**src/rtl/dma_xlate_pkg.sv**
```systemverilog
package dma_xlate_pkg;
  localparam int START_W = 16;
  localparam int CARD_AW = START_W + 4;

  // Linear card address: paragraphs * 16 + byte offset.
  function automatic logic [CARD_AW-1:0] lin_addr(input logic [START_W-1:0] st,
                                                  input logic [3:0] nb);
    return {st, 4'h0} + {{START_W{1'b0}}, nb};
  endfunction

  // 16-bit channel remap: keep the top two bits, double paragraph bits 16:4.
  function automatic logic [CARD_AW-1:0] card_base(input logic [START_W-1:0] st,
                                                   input logic [3:0] nb,
                                                   input logic wide);
    logic [CARD_AW-1:0] l;
    l = lin_addr(st, nb);
    if (wide) return {l[19:18], l[16:4], 5'b0};
    return l;
  endfunction

  function automatic logic [7:0] sign_mask(input logic inv_en, input logic to_sys);
    return (inv_en && !to_sys) ? 8'h80 : 8'h00;
  endfunction

  function automatic logic [15:0] shape_beat(input logic [15:0] src,
                                             input logic [7:0] mask,
                                             input logic lo_pass);
    return {src[15:8] ^ mask, lo_pass ? src[7:0] : (src[7:0] ^ mask)};
  endfunction
endpackage

```
**src/rtl/dma_ctl_regs.sv**
```systemverilog
module dma_ctl_regs (
  input  logic       clk,
  input  logic       rst_n,
  input  logic       wide16,
  input  logic [6:0] ext_stat,
  input  logic       ctl_wr,
  input  logic       ctl_rd,
  input  logic [7:0] ctl_wdata,
  input  logic       tc_hit,
  output logic [7:0] ctl_q,
  output logic [7:0] ctl_rdata,
  output logic       tc_pend,
  output logic       irq
);
  logic [7:0] ctl_nxt;
  logic       pend_set_w;
  logic       pend_ack_w;

  assign pend_set_w = tc_hit && ctl_q[5];
  assign pend_ack_w = ctl_rd;

  always_comb begin
    ctl_nxt = ctl_q;
    if (ctl_rd) ctl_nxt = ctl_nxt & 8'hBB;
    if (tc_hit) ctl_nxt[0] = 1'b0;
    if (ctl_wr) ctl_nxt = ctl_wdata;
  end

  always_ff @(posedge clk) begin
    if (!rst_n) begin
      ctl_q   <= 8'h00;
      tc_pend <= 1'b0;
    end else begin
      ctl_q <= ctl_nxt;
      if (pend_set_w)      tc_pend <= 1'b1;
      else if (pend_ack_w) tc_pend <= 1'b0;
    end
  end

  assign ctl_rdata = ctl_q | {1'b0, tc_pend, 3'b000, wide16, 2'b00};
  assign irq       = tc_pend | (|ext_stat);

  p_tc_drops_req_r6: assert property (@(posedge clk) disable iff (!rst_n)
    tc_hit && !ctl_wr |=> !ctl_q[0]);
  p_tc_posts_irq_r7: assert property (@(posedge clk) disable iff (!rst_n)
    tc_hit && ctl_q[5] |=> tc_pend && irq);
  p_read_acks_r8: assert property (@(posedge clk) disable iff (!rst_n)
    ctl_rd && !tc_hit |=> !tc_pend);
  p_read_clears_bits_r9: assert property (@(posedge clk) disable iff (!rst_n)
    ctl_rd && !ctl_wr |=> ctl_q[2] == 1'b0 && ctl_q[6] == 1'b0);
endmodule

```
**src/rtl/dma_addr_regs.sv**
```systemverilog
module dma_addr_regs
  import dma_xlate_pkg::*;
#(
  parameter int CNT_W = 16
) (
  input  logic               clk,
  input  logic               rst_n,
  input  logic               wide16,
  input  logic               start_wr,
  input  logic [START_W-1:0] start_wdata,
  input  logic               nib_wr,
  input  logic [7:0]         nib_wdata,
  input  logic               finish,
  input  logic [CNT_W-1:0]   run_len,
  output logic [START_W-1:0] start_q,
  output logic [7:0]         nib_q,
  output logic [CARD_AW-1:0] base
);
  logic [START_W-1:0] para_adv_w;
  logic [3:0]         nib_adv_w;

  assign para_adv_w = START_W'(run_len >> 4);
  assign nib_adv_w  = run_len[3:0] + nib_q[3:0];
  assign base       = card_base(start_q, nib_q[3:0], wide16);

  always_ff @(posedge clk) begin
    if (!rst_n) begin
      start_q <= '0;
      nib_q   <= 8'h00;
    end else if (finish) begin
      start_q <= start_q + para_adv_w;
      nib_q   <= {4'h0, nib_adv_w};
    end else begin
      if (start_wr) begin
        start_q <= start_wdata;
        nib_q   <= {4'h0, (nib_wr ? nib_wdata[3:0] : nib_q[3:0])};
      end else if (nib_wr) begin
        nib_q   <= nib_wdata;
      end
    end
  end

  p_start_wr_clears_hi_r10: assert property (@(posedge clk) disable iff (!rst_n)
    start_wr && !finish |=> nib_q[7:4] == 4'h0);
  p_finish_nib_r5: assert property (@(posedge clk) disable iff (!rst_n)
    finish |=> nib_q == {4'h0, $past(nib_adv_w)});
endmodule

```
**src/rtl/dma_mover.sv**
```systemverilog
module dma_mover
  import dma_xlate_pkg::*;
#(
  parameter int CNT_W = 16
) (
  input  logic               clk,
  input  logic               rst_n,
  input  logic               xfer_start,
  input  logic [CNT_W-1:0]   xfer_count,
  input  logic               xfer_tc,
  input  logic               wide16,
  input  logic [CARD_AW-1:0] base,
  input  logic [7:0]         ctl_q,
  input  logic [15:0]        sys_rdata,
  input  logic [15:0]        card_rdata,
  output logic               busy,
  output logic               done,
  output logic               finish,
  output logic               tc_hit,
  output logic [CNT_W-1:0]   run_len,
  output logic [CNT_W:0]     sys_addr,
  output logic [15:0]        sys_wdata,
  output logic [1:0]         sys_be,
  output logic               sys_we,
  output logic [CARD_AW-1:0] card_addr,
  output logic [15:0]        card_wdata,
  output logic [1:0]         card_be,
  output logic               card_we
);
  localparam int OFF_W = CNT_W + 1;

  logic [CNT_W-1:0]   beat_q;
  logic               tc_q;
  logic               wide_q;
  logic [CARD_AW-1:0] base_q;
  logic               accept_w;
  logic               last_w;
  logic [OFF_W-1:0]   off_w;
  logic               to_sys_w;
  logic [7:0]         mask_w;
  logic [15:0]        beat_w;

  assign accept_w = xfer_start && !busy && (xfer_count != '0);
  assign last_w   = busy && (beat_q == run_len - 1'b1);
  assign off_w    = wide_q ? {beat_q, 1'b0} : {1'b0, beat_q};
  assign to_sys_w = ctl_q[1];
  assign mask_w   = sign_mask(ctl_q[7], to_sys_w);
  assign beat_w   = shape_beat(to_sys_w ? card_rdata : sys_rdata, mask_w, ctl_q[6]);

  always_ff @(posedge clk) begin
    if (!rst_n) begin
      busy    <= 1'b0;
      done    <= 1'b0;
      beat_q  <= '0;
      run_len <= '0;
      tc_q    <= 1'b0;
      wide_q  <= 1'b0;
      base_q  <= '0;
    end else begin
      done <= last_w;
      if (accept_w) begin
        busy    <= 1'b1;
        beat_q  <= '0;
        run_len <= xfer_count;
        tc_q    <= xfer_tc;
        wide_q  <= wide16;
        base_q  <= base;
      end else if (busy) begin
        beat_q <= beat_q + 1'b1;
        if (last_w) busy <= 1'b0;
      end
    end
  end

  assign finish     = last_w;
  assign tc_hit     = last_w && tc_q;
  assign sys_addr   = off_w;
  assign card_addr  = base_q + CARD_AW'(off_w);
  assign card_wdata = beat_w;
  assign sys_wdata  = beat_w;
  assign card_be    = {wide_q, 1'b1};
  assign sys_be     = {wide_q, 1'b1};
  assign card_we    = busy && !to_sys_w;
  assign sys_we     = busy && to_sys_w;

  p_we_in_run_r11: assert property (@(posedge clk) disable iff (!rst_n)
    (card_we || sys_we) |-> busy);
  p_done_after_run_r11: assert property (@(posedge clk) disable iff (!rst_n)
    done |-> !busy && $past(busy));
  p_card_step_r2: assert property (@(posedge clk) disable iff (!rst_n)
    busy && $past(busy) |->
      card_addr == $past(card_addr) + {{(CARD_AW-2){1'b0}}, wide_q, ~wide_q});
  p_one_write_r11: assert property (@(posedge clk) disable iff (!rst_n)
    $onehot0({card_we, sys_we}));
endmodule

```
**src/rtl/dma_xlate_engine.sv**
```systemverilog
module dma_xlate_engine
  import dma_xlate_pkg::*;
#(
  parameter int CNT_W = 16
) (
  input  logic               clk,
  input  logic               rst_n,
  input  logic               wide16,
  input  logic [6:0]         ext_stat,
  input  logic               ctl_wr,
  input  logic               ctl_rd,
  input  logic [7:0]         ctl_wdata,
  output logic [7:0]         ctl_rdata,
  output logic               dreq,
  input  logic               start_wr,
  input  logic [15:0]        start_wdata,
  output logic [15:0]        start_rdata,
  input  logic               nib_wr,
  input  logic [7:0]         nib_wdata,
  output logic [7:0]         nib_rdata,
  input  logic               xfer_start,
  input  logic [CNT_W-1:0]   xfer_count,
  input  logic               xfer_tc,
  output logic               busy,
  output logic               done,
  output logic [CNT_W:0]     sys_addr,
  input  logic [15:0]        sys_rdata,
  output logic [15:0]        sys_wdata,
  output logic [1:0]         sys_be,
  output logic               sys_we,
  output logic [19:0]        card_addr,
  input  logic [15:0]        card_rdata,
  output logic [15:0]        card_wdata,
  output logic [1:0]         card_be,
  output logic               card_we,
  output logic               tc_pend,
  output logic               irq
);
  logic [7:0]         ctl_q;
  logic               finish_w;
  logic               tc_hit_w;
  logic [CNT_W-1:0]   run_len_w;
  logic [CARD_AW-1:0] base_w;

  dma_ctl_regs u_ctl (
    .clk(clk), .rst_n(rst_n), .wide16(wide16), .ext_stat(ext_stat),
    .ctl_wr(ctl_wr), .ctl_rd(ctl_rd), .ctl_wdata(ctl_wdata), .tc_hit(tc_hit_w),
    .ctl_q(ctl_q), .ctl_rdata(ctl_rdata), .tc_pend(tc_pend), .irq(irq)
  );

  dma_addr_regs #(.CNT_W(CNT_W)) u_addr (
    .clk(clk), .rst_n(rst_n), .wide16(wide16),
    .start_wr(start_wr), .start_wdata(start_wdata),
    .nib_wr(nib_wr), .nib_wdata(nib_wdata),
    .finish(finish_w), .run_len(run_len_w),
    .start_q(start_rdata), .nib_q(nib_rdata), .base(base_w)
  );

  dma_mover #(.CNT_W(CNT_W)) u_mover (
    .clk(clk), .rst_n(rst_n), .xfer_start(xfer_start), .xfer_count(xfer_count),
    .xfer_tc(xfer_tc), .wide16(wide16), .base(base_w), .ctl_q(ctl_q),
    .sys_rdata(sys_rdata), .card_rdata(card_rdata),
    .busy(busy), .done(done), .finish(finish_w), .tc_hit(tc_hit_w),
    .run_len(run_len_w), .sys_addr(sys_addr), .sys_wdata(sys_wdata),
    .sys_be(sys_be), .sys_we(sys_we), .card_addr(card_addr),
    .card_wdata(card_wdata), .card_be(card_be), .card_we(card_we)
  );

  assign dreq = ctl_q[0];

  p_no_request_after_tc_r6: assert property (@(posedge clk) disable iff (!rst_n)
    done && $past(tc_hit_w) && !$past(ctl_wr) |-> !dreq);
endmodule

```
**config.mk**
```make
export PLATFORM = sky130hd
export DESIGN_NAME = dma_xlate_engine
export DESIGN_NICKNAME = d
export VERILOG_FILES = /design/src/rtl/dma_xlate_pkg.sv /design/src/rtl/dma_ctl_regs.sv /design/src/rtl/dma_addr_regs.sv /design/src/rtl/dma_mover.sv /design/src/rtl/dma_xlate_engine.sv
export SDC_FILE = /design/constraint.sdc
export NUM_CORES = 1
export LEC_CHECK = 0
export BUFFER_PORTS_ARGS = -buffer_cell sky130_fd_sc_hd__buf_2
export CAP_MARGIN = 20
export CORE_MARGIN = 5
export CORE_UTILIZATION = 52
export CTS_CLUSTER_DIAMETER = 30
export DETAILED_ROUTE_END_ITERATION = 12
export HOLD_SLACK_MARGIN = 0.06
export PLACE_DENSITY = 0.82
export SLEW_MARGIN = 5
export SYNTH_ARGS = -nofsm -noshare
export SYNTH_HDL_FRONTEND = slang
export SYNTH_SLANG_ARGS = --single-unit
```
**constraint.sdc**
```tcl
create_clock -name clk -period 4.8 [get_ports clk]
set_input_delay 0.48 -clock clk [delete_from_list [all_inputs] [get_ports clk]]
set_output_delay 0.48 -clock clk [all_outputs]
set_load 0.05 [all_outputs]
```
==> flow_summary.toml <==
[setup_path]
crit_path_max_incr_delay_ns = 0.53
path_common_cell = "o31ai_1"
crit_fanout = 17
reg2reg_depth = 11
path_cells = "buf_4 -> mux2_2 -> ha_1 -> o21a_1 -> o21ai_0 -> o31ai_1 -> nor3_1 -> o31ai_1 -> o21bai_1 -> a21boi_0 -> xor2_1 -> buf_2"
reg2reg_slack_ns = 1.23
worst-setup-path-type = "register to output pin"
cp-start-kind = "register"
end_kind = "output pin"
arrival_ns = 4.08
cp_data_required_time_ns = 4.32
slowest_stage = "a21boi_0"

[pwr]
intPower_mw = 1.479
powerDensity_mw_per_mm2 = 289.7
p_comb_share_pct = 26.0
vdd_drop_max_mv = 0.1882
power_frac_seq_pct = 37.2
p_sw_mw = 0.7295
p_leak_nw = 3.562
switching_share_pct = 33.03
clkPwrFrac_pct = 36.9
total_power_mw = 2.209

[floorplanning]
die_h_um = 120.8
initial_utilization_pct = 53.17
dieWidth_um = 120.8
row_count = 40
core-area_sq_mm = 0.01201
io_pins = 208
dieArea_sq_mm = 0.01460

[yosys]
yosys_register_bits = 89
synth_cell_types = 63
synth_ff_type = "dfxtp_1"
yosysSeqAreaShare_pct = 27.90
synth_top_area_share_pct = 27.90
avgSynthCellArea_sq_um = 8.230
netlist_instances = 776
synth-edff-count = 0
yosysWarningCount = 0
synth.top_cells.by_area = "dfxtp_1 28%, ha_1 6.7%, mux2_2 5.3%"
synth_area_sq_mm = 0.006386
yosysTopAreaCell = "dfxtp_1"
async_flop_share_pct = 0

[sta]
fmax_ghz = 0.2195
slew_headroom_pct = 39.62
fin_tns_setup_ns = 0
finalMaxSlewViolations = 0
timing.final.crit_share_pct = 94.93
setup_viol = 0
tightest_slew_ns = 0.8974
fin_skew_ns = 0.005150
hold_viol_final = 0
rsz0062_at_grt = "no"
min_period_ns = 4.556

[cts]
cts_resized = 0
cts_setup_buffers = 0
cts_buffers = 9
cts.sinks = 89
cts_max_level = 3
cts_tree = "done"
cts_hold_buf = 0
cts_buffer_depth = 2
ctsRootBufferMaster = "clkbuf_16"
worstSkewPairLatency_ns = 0.34
path_clk_slew_ns = 0.06

[global_routing]
gr-usage-all-layers_pct = 24.43
grt-ovfl-total = 0
grt_pass1_vias = 5744
grt_antenna_before_repair = 0
grt_pass1_wl_mm = 28.94
grt_max_degree = 51

[placement]
place_area_sq_mm = 0.007252
io_buffers = 205
dp_cells = 1064
place_hpwl_mm = 14.36
routabilityCongestion = 0.9410

[job]
maxCapViolCount = 0

[worst_hold_path]
hp-class = "input port to register"
worstHoldPathCells = 3

[final_layout]
diodes = 0
layout_commonest_cell = "buf_2"
fin_area_sq_mm = 0.007624
final_cell_mix = "205 x buf_2, 89 x dfxtp_1, 79 x nand2_1, 68 x nor2_1, 57 x a21oi_1"
drive_above_1_share_pct = 29.55
area_delta_synth_final_pct = 19.38
finalNonFillerCells = 1081
final_util_pct = 63.47
fin_nets = 1062

[detailed_routing]
drtIter0Drc = 411
post-route-drc-count = 0
first_pass_iters = 5
wl_per_cell_um = 16.98
via_per_inst = 5.638
ant_nets = 0
dr_total_vias = 6095
wl_mm = 18.36

[status]
status = "finished clean"
worst max-delay path, delay by kind of cell (launching register included):
family                     cells  cell delay (ns)
AOI/OAI and AO/OA              6             1.76
DFF                            1             0.42
adders and majority gates      1             0.35
and+or+nand+nor                1             0.11
xor gates and xnor gates       1             0.19
muxes                          1             0.37
buffers and inverters          2             0.54
synthesized netlist by cell type, types with 4 or more instances:
| library cell | number |
|---|---|
| dfxtp_1 | 89 |
| nand2_1 | 79 |
| nor2_1 | 68 |
| a21oi_1 | 57 |
| clkbuf_1 | 35 |
| ha_1 | 34 |
| a211oi_1 | 31 |
| mux2_2 | 30 |
| buf_4 | 29 |
| mux2i_1 | 29 |
| o21ai_0 | 29 |
| xor2_1 | 29 |
| xnor2_1 | 27 |
| inv_1 | 25 |
| nor2b_1 | 14 |
| nand3_1 | 13 |
| a21o_1 | 10 |
| o21a_1 | 10 |
| nand2b_1 | 9 |
| nand4_1 | 9 |
| nor4_1 | 8 |
| and2_1 | 7 |
| nor3_1 | 7 |
| a211oi_2 | 6 |
| o211a_1 | 6 |
| o211ai_1 | 6 |
| or2_2 | 6 |
| and3_1 | 5 |
| a21boi_0 | 4 |
| nand3b_1 | 4 |
| nor3b_1 | 4 |
| o21bai_1 | 4 |
| o31ai_1 | 4 |
| or3_1 | 4 |
flip-flops by register name, indices dropped and copies added, names as in the netlist:
| signal | count |
|---|---|
| u_mover.done | 1 |
| u_mover.beat_q | 16 |
| u_mover.run_len | 16 |
| u_addr.nib_q | 8 |
| u_addr.start_q | 16 |
| u_ctl.tc_pend | 1 |
| u_mover.tc_q | 1 |
| u_mover.busy | 1 |
| u_mover.base_q | 20 |
| u_ctl.ctl_q | 8 |
| u_mover.wide_q | 1 |
worst paths after layout:
kind,end,start
worst max-delay path,card_addr[19],u_mover.wide_q
worst max register to register,u_addr.start_q[9],u_mover.run_len[1]
worst min register to register,u_mover.base_q[0],u_mover.base_q[0]
worst min-delay path,u_ctl.ctl_q[4],ctl_wdata[4]
power groups by stage:
| stage | Clock (mW) | Sequential (mW) | Combinational, mW |
|---|---|---|---|
| floorplan | 0 | 0.853 | 0.420 |
| global placement | 0 | 0.835 | 0.562 |
| detailed placement | 0 | 0.837 | 0.567 |
| CTS | 0.823 | 0.820 | 0.571 |
| global route | 0.856 | 0.826 | 0.616 |
| finish | 0.814 | 0.821 | 0.573 |
final cells by class:
| cell class | instances | area (sq um) |
|---|---|---|
| clock buffer | 10 | 239.0 |
| clock inverter | 6 | 105.1 |
| fill | 1097 | 4388 |
| inverter | 25 | 93.84 |
| multi-input combinational | 594 | 4136 |
| sequential | 89 | 1782 |
| tap | 147 | 183.9 |
| timing repair buffer | 210 | 1084 |
per-stage QoR:
step,worst slack [ns],hold WS [ns]
after floorplan,0.07291,0.4356
after global placement,0.7497,0.4588
after detailed placement,0.6798,0.4628
after CTS,0.2952,0.3650
after global routing,0.06270,0.3824
final,0.2435,0.3701
kinds of logic after synthesis:
| group | after synthesis | share of synthesized area [%] |
|---|---|---|
| compound gates | 193 | 20.40 |
| xor+xnor | 56 | 7.680 |
| fa+ha+maj | 37 | 7.602 |
| buf+inv | 94 | 7.504 |
| flops | 89 | 27.90 |
| mux | 59 | 9.835 |
| other cells | 1 | 0.05872 |
| simple gates | 247 | 19.02 |
routing by layer:
metal,vias up,part of all wire [%],track usage (%)
li1,3044,-,-
met2,198,46,38.35
met4,0,2.0,8.924
met5,-,0,0
met1,2831,45,34.31
met3,22,6.5,3.040
(Power assumes the default switching activity.)
